## src/rtl/pset_power_fsm.sv

```systemverilog
module pset_power_fsm #(
  parameter int ERR_DLY_CYC = 8
) (
  input  logic clk,
  input  logic rst_n,
  input  logic start_i,
  input  logic inrush_done_i,
  input  logic legacy_i,
  input  logic pwr_applied_i,
  input  logic over_inrush_i,
  input  logic short_i,
  input  logic ovld_i,
  input  logic vlim_i,
  input  logic pwr_unavail_i,
  input  logic mpdo_done_i,
  input  logic pon_done_i,
  input  logic link_cap_i,
  input  logic peer_link_set_i,
  output logic powered_o,
  output logic link_en_o,
  output logic rti_o
);

  localparam int CW = $clog2(ERR_DLY_CYC + 1);
  localparam logic [CW-1:0] ERR_LAST = CW'(ERR_DLY_CYC - 1);

  typedef enum logic [2:0] {
    S_IDLE, S_PUP, S_SETP, S_LINK, S_ON, S_ERR
  } st_t;

  st_t st, nxt;
  logic [CW-1:0] err_cnt;
  logic rti_q, link_q;

  logic inrush_fault, hard_fault, ready, denied, mp_ok, err_done;

  assign hard_fault   = short_i | ovld_i | vlim_i;
  assign inrush_fault = inrush_done_i & (legacy_i | ~pwr_applied_i | over_inrush_i);
  assign ready        = pwr_applied_i & ~pon_done_i &
                        ((~inrush_done_i & legacy_i) | inrush_done_i);
  assign denied       = pwr_unavail_i & ~hard_fault & ~mpdo_done_i;
  assign mp_ok        = mpdo_done_i & ~hard_fault & ~pwr_unavail_i;
  assign err_done     = (err_cnt == ERR_LAST);

  always_comb begin
    nxt = st;
    case (st)
      S_IDLE: if (start_i) nxt = S_PUP;
      S_PUP: begin
        if (inrush_fault | hard_fault) nxt = S_ERR;
        else if (ready)                nxt = S_SETP;
        else if (pon_done_i)           nxt = S_IDLE;
      end
      S_SETP: nxt = S_ON;
      S_ON: begin
        if (hard_fault)                      nxt = S_ERR;
        else if (denied | mp_ok)             nxt = S_IDLE;
        else if (link_cap_i & ~link_q)       nxt = S_LINK;
      end
      S_LINK: nxt = S_ON;
      S_ERR: if (err_done | vlim_i) nxt = S_IDLE;
      default: nxt = S_IDLE;
    endcase
  end

  always_ff @(posedge clk) begin
    if (!rst_n) begin
      st      <= S_IDLE;
      err_cnt <= '0;
      rti_q   <= 1'b0;
      link_q  <= 1'b0;
    end else begin
      st    <= nxt;
      rti_q <= (nxt == S_IDLE) && (st != S_IDLE);
      if (st != S_ERR)    err_cnt <= '0;
      else if (!err_done) err_cnt <= err_cnt + 1'b1;
      if (st == S_LINK || peer_link_set_i) link_q <= 1'b1;
    end
  end

  assign powered_o = (st == S_PUP) || (st == S_SETP) || (st == S_LINK) || (st == S_ON);
  assign link_en_o = link_q;
  assign rti_o     = rti_q;

  a_r2_start_powers: assert property (@(posedge clk) disable iff (!rst_n)
    (st == S_IDLE && start_i) |=> powered_o);

  a_r5_inrush_fault: assert property (@(posedge clk) disable iff (!rst_n)
    (st == S_PUP && inrush_done_i && over_inrush_i) |=> (st == S_ERR && !powered_o));

  a_r6_pon_timeout: assert property (@(posedge clk) disable iff (!rst_n)
    (st == S_PUP && pon_done_i && !pwr_applied_i && !inrush_done_i && !hard_fault) |=> rti_o);

  a_r7_on_fault: assert property (@(posedge clk) disable iff (!rst_n)
    (st == S_ON && hard_fault) |=> (st == S_ERR && !rti_o));

  a_r10_link_sticky: assert property (@(posedge clk) disable iff (!rst_n)
    link_en_o |=> link_en_o);

  a_r11_err_hold: assert property (@(posedge clk) disable iff (!rst_n)
    (st == S_ERR && !err_done && !vlim_i) |=> (st == S_ERR));

  a_r11_err_exit: assert property (@(posedge clk) disable iff (!rst_n)
    (st == S_ERR && err_done) |=> (st == S_IDLE && rti_o));

  a_r12_rti_pulse: assert property (@(posedge clk) disable iff (!rst_n)
    rti_o |=> !rti_o);

endmodule

```

## config.mk

```make
export PLATFORM = sky130hd
export DESIGN_NAME = pset_power_fsm
export DESIGN_NICKNAME = d
export VERILOG_FILES = /design/src/rtl/pset_power_fsm.sv
export SDC_FILE = /design/constraint.sdc
export NUM_CORES = 1
export LEC_CHECK = 0
export BUFFER_PORTS_ARGS = -buffer_cell sky130_fd_sc_hd__buf_2
export CORE_AREA = 2 2 39 41
export CTS_CLUSTER_DIAMETER = 150
export DETAILED_ROUTE_END_ITERATION = 10
export DIE_AREA = 0 0 41 43
export GPL_TIMING_DRIVEN = 1
export RECOVER_POWER = 100
export SYNTH_ARGS = -nofsm -noshare
export SYNTH_HDL_FRONTEND = slang
export SYNTH_SLANG_ARGS = --single-unit
```

## constraint.sdc

```tcl
create_clock -name clk -period 2.2 [get_ports clk]
set_clock_uncertainty 0.05 [all_clocks]
set_input_delay 0.44 -clock clk [delete_from_list [all_inputs] [get_ports clk]]
set_output_delay 0.44 -clock clk [all_outputs]
set_load 0.005 [all_outputs]
```

==> flow_summary_export.csv <==
group,metric,value,unit
outcome,outcome,"completed",
timing,rsz0062_at_grt,"no",
clock_tree,numCtsBuffers,3,
global_routing,antenna_found_initial,0,
clock_tree,htreeDepth,1,
worst_hold_path,hp-class,"input pin to flip-flop",
drt,drc,0,
setup_path,critical_path.cell_chain,"ha_1 > and3b_1 > nor3_1 > a21o_1 > or4_4 > nor3_1",
clock_tree,cts_buffer_depth,2,
setup_path,startpoint,"err_cnt[0]$_SDFFE_PP0N_",
yosys,synth_seq_area_share,35.0,%
place,gp_congestion,0.729,
setup_path,critPathRequiredTime,2.33,ns
floorplan,start_util,37.3,%
drt,vias,492,
floorplan,num_rows,14,
floorplan,core-area,1380,sq um
yosys,ys_ff_latch,9,
pwr,vdd_drop_max,508,uV
setup_path,rr_startpoint,"err_cnt[0]$_SDFFE_PP0N_",
pwr,p_leak,0.000265,uW
drt,routed_wl,1.00,mm
finish,drive_gt1_share,27.8,%
global_routing,grt_pass1_wl,1.73,mm
clock_tree,clock-sinks,9,
drt,ant_nets,0,
clock_tree,cts.clk_slew.worst_paths,0.06,ns
global_routing,grt_start_max_net_pins,12,
place,io_buffers,17,
timing,finalHoldViolations,0,
drt,drt-initial-drc-count,4,
yosys,synth_flop_cell,"dfxtp_1",
yosys,synth.cell_area,515,sq um
setup_path,worstSetupEndpointType,"flip-flop",
clock_tree,clockRootBuffer,"clkbuf_4",
timing,fmax,533,MHz
timing,relSlewSlack,76.2,%
setup_path,critPathKind,"flip-flop to flip-flop",
floorplan,die_area,1760,sq um
floorplan,die_x,41,um
setup_path,crit_arrival,2.00,ns
clock_tree,cts_setup_buffers,0,
yosys,synth_fp_nets,76,
yosys,synth_edf_count,0,
finish,final_util,45.8,%
finish,area_delta_synth_final,22.8,%
timing,worstMarginPinSlew,0.356,ns
clock_tree,ctsHoldBuffers,0,
setup_path,start_kind,"flip-flop",
yosys,syn-mean-instance-area,8.59,sq um
yosys,netlist_top_cells_count,"dfxtp_1 (9), nor2_1 (7), nor3_1 (5)",
yosys,yosysWarnings,0,
clock_tree,worstSkewPairLatency,0.25,ns
timing,hold_ws,0.356,ns
pwr,power.total,466,uW
yosys,syn_inst,60,
clock_tree,tritoncts,"built",
yosys,synthArstFlopShare,0,%
drt,vias_per_cell,5.18,
floorplan,chipHeight,43,um
yosys,netlist-cell-type-count,32,
timing,timing.final.max_slew_violations,0,
yosys,yosys.area.top_type,"dfxtp_1",
flow_run,maxCapViolations,0,
clock_tree,post_cts_resize_count,0,
finish,final_nets,96,
yosys,synth.area.top_cells,"dfxtp_1 (35%), nor2_1 (5.1%), xor2_1 (5.1%), nor3_1 (4.9%), nand3_1 (3.9%)",
global_routing,grt_pass1_vias,470,
timing,setup_viol,0,
setup_path,max_stage_delay,0.52,ns
timing,layout_min_cycle_time,1.87,ns
pwr,cellPowerDensity,735,nW/um^2
place,dp_hpwl,827,um
timing,period_share,85.2,%
yosys,synth_most_common_cell,"dfxtp_1",
global_routing,grt_usage,14.4,%
finish,antenna-diode-count,0,
timing,setup_tns,0,ns
worst_hold_path,min_from,"peer_link_set_i",
yosys,yosysTopAreaCellShare,35.0,%
setup_path,cp_max_fo,4,
drt,wl_per_cell,10.5,um
drt,drt_pass1_iterations,3,
setup_path,slowest_stage,"or4_4",
floorplan,ios,18,
setup_path,cpMostUsedCell,"nor3_1",
global_routing,overflow,0,
cell type report:
class	instances	area, sq um
fill	146	751
inverter	2	7.51
multi-input combinational	47	315
sequential	9	180
clock buffer	4	26.3
timing repair buffer	17	83.8
tap	16	20.0
metrics by stage:
| stage | cell area (sq um) | std cells | worst slack (ns) |
|---|---|---|---|
| floorplan | 515 | 60 | 0.303 |
| finish | 633 | 95 | 0.325 |
| CTS | 639 | 95 | 0.343 |
| detailed placement | 613 | 91 | 0.123 |
| global placement | 613 | 91 | 0.145 |
| global route | 633 | 95 | 0.226 |
placed cells by master (no fill, tap or decap), types with 2 or more instances in the layout:
cell       n
nand3_1    4
xor2_1     3
buf_2     15
o21ai_0    2
inv_1      2
a21o_1     2
clkbuf_1   2
nor3_1     6
o31a_1     2
clkbuf_4   3
dfxtp_1    9
nor2_1     7
worst paths after layout:
check	end	slack (ns)	depth (start not counted)
worst max-delay path	rti_o$_SDFF_PN0_	0.33	6
worst min register to register	link_en_o$_SDFFE_PN0P_	0.48	1
worst max register to register	rti_o$_SDFF_PN0_	0.33	6
worst min-delay path	link_en_o$_SDFFE_PN0P_	0.36	2
sequential cells by signal, summed over array words and instances, names as in the netlist:
signal     flops
err_cnt        4
st             3
link_en_o      1
rti_o          1
where the power goes:
part | switching [uW] | internal, uW
registers | 27.0 | 182
clock network | 51.7 | 69.5
logic | 63.8 | 71.8
logic make-up after synthesis:
| group | synth area share [%] |
|---|---|
| flip-flops | 35.0 |
| buffers and inverters | 2.91 |
| multiplexers | 4.13 |
| AO/OA/AOI/OAI | 16.3 |
| AND/OR/NAND/NOR | 32.5 |
| XOR/XNOR | 6.80 |
| adder cells (fa/ha/maj) | 2.43 |
critical path, delay by kind of cell (launching register included):
family	cells	cell delay, ns
AND/OR/NAND/NOR	4	1.01
flip-flops	1	0.36
adder cells (fa/ha/maj)	1	0.20
AO/OA/AOI/OAI	1	0.18
layer usage:
layer,vias up,global-route usage (%),routed length (um)
li1,258,-,-
met1,221,18.0,476
met2,11,20.0,458
met3,2,6.28,56
met4,0,8.00,10
met5,-,0,0
Power figures use the tool's default switching activity.
